[src/rtl/lane_load_pkg.sv]
// Package: shared codes for the single-lane load-insert unit.
// Assumes the size code is log2 of the element byte count.
package lane_load_pkg;
    typedef enum logic [1:0] {
        ESZ_B = 2'd0,
        ESZ_H = 2'd1,
        ESZ_W = 2'd2,
        ESZ_D = 2'd3
    } elem_size_e;

    typedef enum logic [1:0] {
        WB_NONE = 2'd0,
        WB_IMM  = 2'd1,
        WB_REG  = 2'd2,
        WB_RSVD = 2'd3
    } wb_mode_e;

    typedef enum logic [1:0] {
        ST_IDLE = 2'd0,
        ST_REQ  = 2'd1,
        ST_WAIT = 2'd2,
        ST_DONE = 2'd3
    } ctl_state_e;
endpackage

[src/rtl/lane_index_check.sv]
// Module: lane_index_check
// Decides whether a lane number fits inside the vector for a given size.
// Assumes VBYTES is a power of two and the size code is log2(element bytes).
module lane_index_check #(
    parameter int VBYTES = 16
) (
    input  logic [1:0]                 size,
    input  logic [$clog2(VBYTES)-1:0]  lane,
    output logic                       legal
);
    localparam int LANE_W = $clog2(VBYTES);
    localparam logic [LANE_W:0] VB = (LANE_W+1)'(VBYTES);

    // Purpose: lane count for this size is VBYTES >> size.
    always_comb begin
        legal = {1'b0, lane} < (VB >> size);
    end
endmodule

[src/rtl/lane_merge.sv]
// Module: lane_merge
// Replaces the bytes of one lane with the low bytes of the read data.
// Assumes the lane is legal for the size and DBYTES covers the largest element.
module lane_merge #(
    parameter int VBYTES = 16,
    parameter int DBYTES = 8
) (
    input  logic [1:0]                 size,
    input  logic [$clog2(VBYTES)-1:0]  lane,
    input  logic [VBYTES*8-1:0]        vreg_in,
    input  logic [DBYTES*8-1:0]        rdata,
    output logic [VBYTES*8-1:0]        vreg_out
);
    localparam int LANE_W = $clog2(VBYTES);
    localparam int POS_W  = LANE_W + 3;
    localparam int DSEL_W = $clog2(DBYTES);

    logic [POS_W-1:0] elem_off;
    logic [POS_W-1:0] elem_len;

    // Purpose: first byte and byte count of the addressed lane.
    always_comb begin
        elem_off = POS_W'(lane) << size;
        elem_len = POS_W'(1) << size;
    end

    for (genvar b = 0; b < VBYTES; b++) begin : g_byte
        localparam logic [POS_W-1:0] BPOS = POS_W'(b);
        logic [POS_W-1:0] rel;
        logic             hit;
        logic [7:0]       byte_q;

        // Purpose: choose read byte or kept byte for this position.
        always_comb begin
            rel    = BPOS - elem_off;
            hit    = (BPOS >= elem_off) && (rel < elem_len);
            byte_q = hit ? rdata[rel[DSEL_W-1:0]*8 +: 8] : vreg_in[b*8 +: 8];
        end
        assign vreg_out[b*8 +: 8] = byte_q;
    end
endmodule

[src/rtl/base_writeback.sv]
// Module: base_writeback
// Produces the written-back base address and its enable from the mode.
// Assumes mode code 3 never reaches here as a valid completion.
module base_writeback #(
    parameter int ADDR_W = 64
) (
    input  logic [1:0]        mode,
    input  logic [1:0]        size,
    input  logic [ADDR_W-1:0] base,
    input  logic [ADDR_W-1:0] offset,
    output logic [ADDR_W-1:0] next_base,
    output logic              wr_en
);
    import lane_load_pkg::*;

    logic [ADDR_W-1:0] step;

    // Purpose: select the step and add it to the base.
    always_comb begin
        step = ADDR_W'(1) << size;
        unique case (wb_mode_e'(mode))
            WB_IMM: begin
                next_base = base + step;
                wr_en     = 1'b1;
            end
            WB_REG: begin
                next_base = base + offset;
                wr_en     = 1'b1;
            end
            default: begin
                next_base = base;
                wr_en     = 1'b0;
            end
        endcase
    end
endmodule

[src/rtl/lane_load_unit.sv]
// Module: lane_load_unit (top)
// Accepts one load-to-lane command, reads the element through a valid/ready
// request and a response beat, merges it into the register, and reports the
// merged register and the writeback base with a one-cycle done pulse.
// Assumes the memory side returns exactly one response beat per request,
// only after the request has been accepted.
module lane_load_unit #(
    parameter int VREG_W = 128,
    parameter int ADDR_W = 64,
    parameter int DATA_W = 64
) (
    input  logic                        clk,
    input  logic                        rst_n,
    input  logic                        cmd_valid,
    output logic                        cmd_ready,
    input  logic [1:0]                  cmd_size,
    input  logic [$clog2(VREG_W/8)-1:0] cmd_lane,
    input  logic [1:0]                  cmd_mode,
    input  logic [ADDR_W-1:0]           cmd_base,
    input  logic [ADDR_W-1:0]           cmd_offset,
    input  logic [VREG_W-1:0]           vreg_in,
    output logic                        rd_req_valid,
    input  logic                        rd_req_ready,
    output logic [ADDR_W-1:0]           rd_req_addr,
    output logic [1:0]                  rd_req_size,
    input  logic                        rd_rsp_valid,
    input  logic [DATA_W-1:0]           rd_rsp_data,
    output logic                        done,
    output logic                        err,
    output logic [VREG_W-1:0]           vreg_out,
    output logic [ADDR_W-1:0]           base_out,
    output logic                        base_wr
);
    import lane_load_pkg::*;

    localparam int VBYTES = VREG_W / 8;
    localparam int DBYTES = DATA_W / 8;
    localparam int LANE_W = $clog2(VBYTES);

    ctl_state_e        state;
    logic [1:0]        lat_size;
    logic [LANE_W-1:0] lat_lane;
    logic [1:0]        lat_mode;
    logic [ADDR_W-1:0] lat_base;
    logic [ADDR_W-1:0] lat_off;
    logic [VREG_W-1:0] lat_vreg;
    logic [VREG_W-1:0] res_vreg;
    logic [ADDR_W-1:0] res_base;
    logic              res_wr;
    logic              res_err;

    logic              lane_ok;
    logic              cmd_bad;
    logic [VREG_W-1:0] merged;
    logic [ADDR_W-1:0] wb_base;
    logic              wb_en;

    lane_index_check #(.VBYTES(VBYTES)) idx_chk_i (
        .size  (cmd_size),
        .lane  (cmd_lane),
        .legal (lane_ok)
    );

    lane_merge #(.VBYTES(VBYTES), .DBYTES(DBYTES)) merge_i (
        .size     (lat_size),
        .lane     (lat_lane),
        .vreg_in  (lat_vreg),
        .rdata    (rd_rsp_data),
        .vreg_out (merged)
    );

    base_writeback #(.ADDR_W(ADDR_W)) wb_i (
        .mode      (lat_mode),
        .size      (lat_size),
        .base      (lat_base),
        .offset    (lat_off),
        .next_base (wb_base),
        .wr_en     (wb_en)
    );

    // Purpose: a command is rejected for a bad lane or the reserved mode.
    always_comb begin
        cmd_bad = !lane_ok || (wb_mode_e'(cmd_mode) == WB_RSVD);
    end

    // Purpose: control sequence and result registers.
    always_ff @(posedge clk) begin
        if (!rst_n) begin
            state    <= ST_IDLE;
            lat_size <= '0;
            lat_lane <= '0;
            lat_mode <= '0;
            lat_base <= '0;
            lat_off  <= '0;
            lat_vreg <= '0;
            res_vreg <= '0;
            res_base <= '0;
            res_wr   <= 1'b0;
            res_err  <= 1'b0;
        end else begin
            unique case (state)
                ST_IDLE: begin
                    if (cmd_valid) begin
                        lat_size <= cmd_size;
                        lat_lane <= cmd_lane;
                        lat_mode <= cmd_mode;
                        lat_base <= cmd_base;
                        lat_off  <= cmd_offset;
                        lat_vreg <= vreg_in;
                        if (cmd_bad) begin
                            res_vreg <= vreg_in;
                            res_base <= cmd_base;
                            res_wr   <= 1'b0;
                            res_err  <= 1'b1;
                            state    <= ST_DONE;
                        end else begin
                            res_err  <= 1'b0;
                            state    <= ST_REQ;
                        end
                    end
                end
                ST_REQ: begin
                    if (rd_req_ready) begin
                        state <= ST_WAIT;
                    end
                end
                ST_WAIT: begin
                    if (rd_rsp_valid) begin
                        res_vreg <= merged;
                        res_base <= wb_base;
                        res_wr   <= wb_en;
                        state    <= ST_DONE;
                    end
                end
                default: begin
                    state <= ST_IDLE;
                end
            endcase
        end
    end

    // Purpose: drive the port view of the state and results.
    always_comb begin
        cmd_ready    = (state == ST_IDLE);
        rd_req_valid = (state == ST_REQ);
        rd_req_addr  = lat_base;
        rd_req_size  = lat_size;
        done         = (state == ST_DONE);
        err          = done && res_err;
        vreg_out     = res_vreg;
        base_out     = res_base;
        base_wr      = res_wr;
    end
endmodule

[config.mk]
export PLATFORM = sky130hd
export DESIGN_NAME = lane_load_unit
export DESIGN_NICKNAME = d
export VERILOG_FILES = /design/src/rtl/lane_load_pkg.sv /design/src/rtl/lane_index_check.sv /design/src/rtl/lane_merge.sv /design/src/rtl/base_writeback.sv /design/src/rtl/lane_load_unit.sv
export SDC_FILE = /design/constraint.sdc
export NUM_CORES = 2
export LEC_CHECK = 0
export BUFFER_PORTS_ARGS = -buffer_cell sky130_fd_sc_hd__buf_4
export CAP_MARGIN = 20
export CORE_UTILIZATION = 43
export CTS_CLUSTER_DIAMETER = 100
export DETAILED_ROUTE_END_ITERATION = 8
export PLACE_DENSITY = 0.77
export RECOVER_POWER = 100
export SYNTH_ARGS = -nofsm -noshare
export SYNTH_HDL_FRONTEND = slang
export SYNTH_SLANG_ARGS = --single-unit
[constraint.sdc]
create_clock -name clk -period 5.5 [get_ports clk]
set_clock_uncertainty 0.2 [all_clocks]
set_input_delay 0.275 -clock clk [delete_from_list [all_inputs] [get_ports clk]]
set_output_delay 0.275 -clock clk [all_outputs]
set_load 0.02 [all_outputs]
==> results.py <==
metrics = {
    "synthesis": {
        "synthTopCellsByArea": "dfxtp_1 (33%), nand2_1 (10%), mux2i_1 (9.8%), a21oi_1 (8.2%), ha_1 (5.2%)",
        "synth_simple_gate_area_frac": 0.193,
        "synth_compound_area_frac": 0.214,
        "muxShareOfSynthArea": 0.136,
        "synth_edf_count": 0,
        "seq_area_frac_synth": 0.332,
        "synth_area_sq_um": 27700,
        "synth_most_common_cell": "nand2_1",
        "synthCells": 3556,
        "ys_seq_elements": 460,
        "synth_top_area_frac": 0.332,
        "synthAdderAreaFrac": 0.0531,
        "dominantRegCellSynth": "dfxtp_1",
        "synth_top_family_by_area": "compound AO/OA/AOI/OAI gates",
        "synthArstFlopShare": 0,
        "synth_nets": 4006,
        "yosys.cell_types.count": 77,
        "ys_top_cells_by_count": "nand2_1 (762), dfxtp_1 (460), a21oi_1 (456)",
        "synth_largest_area_cell": "dfxtp_1",
        "yosysWarnings": 0,
        "synth.avg_cell_area_sq_um": 7.79,
        "synth_xor_area_frac": 0.0224,
    },
    "hold_path": {
        "hold_depth": 6,
        "min_path_type": "input pin to register",
    },
    "worst_setup_path": {
        "max_stage_delay_ns": 0.61,
        "cp_num_buf_inv": 5,
        "path_cells": "clkbuf_1, nand2_1, o22a_1, clkbuf_2, ha_1, clkbuf_2, inv_1, ha_1, a21oi_1, o221ai_1, a21oi_1, buf_4, nor2_1, a21oi_1, mux2i_1, a211oi_1",
        "crit_required_ns": 5.81,
        "cp.depth": 16,
        "path_max_fanout": 17,
        "r2r_cells": 16,
        "critPathSlowestCell": "clkbuf_1",
        "cp_common_cell": "a21oi_1",
        "arrival_ns": 5.49,
        "cp-start-kind": "register",
        "reg2reg_slack_ns": 0.32,
        "end_kind": "register",
        "worst_path_dominant_cell_family": "buffers and inverters",
        "worst-setup-path-type": "register to register",
    },
    "finish": {
        "nets": 4695,
        "syn_to_final_growth_pct": 30.5,
        "layout-drive-gt1-share": 0.130,
        "fin_util": 0.571,
        "design_area_sq_um": 36200,
    },
    "route": {
        "detail_route.wl_per_cell_um": 20.9,
        "wl_mm": 108,
        "ant_nets": 0,
        "viasPerCell": 5.84,
        "drt_first_iter_violations": 3148,
        "dr.pass1.iters": 6,
        "vias": 30000,
        "drc": 0,
    },
    "die": {
        "fp.coreArea_sq_um": 63300,
        "num_rows": 92,
        "num_io_pins": 596,
        "fp.dieH_um": 256,
        "initial_utilization": 0.438,
        "fp.dieW_um": 256,
        "die_area_sq_um": 65400,
    },
    "status": {
        "outcome": "complete, but fails checks",
        "failed_checks": "capacitance limit, slew limit",
    },
    "grt": {
        "grt_usage": 0.314,
        "grt_max_degree": 203,
        "grt_pass1_wl_mm": 165,
        "overflow": 0,
        "antenna_found_initial": 14,
        "grt_pass1_vias": 28500,
    },
    "run": {
        "drv_cap": 2,
    },
    "clock_tree": {
        "clock_latency_ns": 0.61,
        "cts_root_buf": "clkbuf_16",
        "numCtsBuffers": 53,
        "h-tree-depth": 2,
        "clk_path_buf_depth": 3,
        "cts_tree": "done",
        "clock_sinks": 460,
        "cts.clk_slew.worst_paths_ns": 0.06,
    },
    "timing": {
        "maxSlewViolCount": 114,
        "timing.setup.tns_ns": 0,
        "final.min_clock_period_ns": 5.18,
        "timing.fmax_mhz": 193,
        "post-route-period-util": 0.942,
        "whs_ns": 0.212,
        "slew_headroom": -1.14,
        "rsz0062_at_grt": "false",
        "worst_pin_slew_ns": 3.21,
        "final-setup-viol-count": 0,
        "fin_ws_ns": 0.321,
        "finalHoldViolCount": 0,
    },
    "placed_design": {
        "io_buffers": 595,
        "dp_hpwl_mm": 73.6,
        "dpl-instance-area_sq_um": 32600,
        "pre_cts_ws_ns": 0.701,
        "gp_congestion": 0.954,
    },
    "power_and_ir_drop": {
        "p_leak_nw": 14.8,
        "irDropWorstVdd_mv": 1.06,
        "powerDensity_nw_per_um2": 522,
    },
}
## per-layer routing
| layer | track usage | wire (um) | vias up |
|---|---|---|---|
| li1 | - | - | 13900 |
| met1 | 0.417 | 44800 | 14200 |
| met2 | 0.486 | 47300 | 1557 |
| met3 | 0.0575 | 9100 | 391 |
| met4 | 0.163 | 6280 | 6 |
| met5 | 0 | 39 | - |
## placed cells by master (no fill, tap or decap), drive strengths merged, types with 8 or more instances in the layout
| cell type | instances |
|---|---|
| a2111oi | 11 |
| a211oi | 144 |
| a21o | 48 |
| a21oi | 457 |
| a31oi | 30 |
| and2 | 69 |
| and3 | 10 |
| buf | 360 |
| clkbuf | 348 |
| clkinv | 12 |
| dfxtp | 460 |
| diode | 10 |
| dlygate4sd3 | 266 |
| ha | 116 |
| inv | 83 |
| mux2 | 29 |
| mux2i | 271 |
| mux4 | 32 |
| nand2 | 762 |
| nand2b | 21 |
| nand3 | 37 |
| nand4 | 26 |
| nor2 | 235 |
| nor2b | 31 |
| nor3 | 18 |
| o211ai | 65 |
| o21a | 8 |
| o21ai | 135 |
| o21bai | 10 |
| o31ai | 10 |
| or2 | 20 |
| or3 | 9 |
| xnor2 | 48 |
| xor2 | 22 |
## state kept, by name, summed over array words and instances, names as in the netlist
register,count
rd_req_size,2
lat_vreg,128
res_err,1
base_out,64
base_wr,1
state,2
rd_req_addr,64
lat_mode,2
lat_off,64
lat_lane,4
vreg_out,128
## where the power goes
part           internal, mW  total (mW)  switching, mW
clock network          2.30        3.83           1.54
registers              4.39        5.10          0.706
logic                  3.25        9.96           6.71
total                  9.94        18.9           8.95
## tightest hold or removal path: stages
cell	delay, ns
buf_4	0.14
inv_1	0.08
a21oi_1	0.09
o21ai_0	0.19
nand2_1	0.09
a21oi_1	0.12
## layout make-up
class                   instances  area, sq um
diodes                         10         25.0
clock buffers                  74         1580
clock inverters                24          322
fillers                      5716        27200
inverters                      80          308
multi-input cells            2750        17200
flip-flops and latches        460         9210
well taps                     846         1060
repair buffers                900         6480
## timing repair
action / in CTS / in global routing
hold buffers: 266 / 0
setup buffers: 0 / 0
gates resized for setup: 0 / 0
endpoints found under the hold margin: 457 / 0
## logic make-up after synthesis
family / count (synthesis)
xor gates and xnor gates: 70
buffers and inverters: 346
AOI/OAI and AO/OA: 971
muxes: 332
and+or+nand+nor: 1260
DFF: 460
adders and majority gates: 117
## through the flow
stage          power [mW]  instances
4_1_cts              19.3       5134
3_3_place_gp         15.1       4769
3_5_place_dp         15.3       4770
2_1_floorplan        11.6       3556
5_1_grt              19.9       5143
6_report             18.9       5144
## path summary, 6_finish.rpt
| path | start | end |
|---|---|---|
| max reg2reg | rd_req_size[1] | vreg_out[40] |
| min reg2reg | base_out[33] | base_out[33] |
| min | cmd_valid | state[0] |
| max | rd_req_size[1] | vreg_out[40] |
Power figures use the tool's default switching activity.
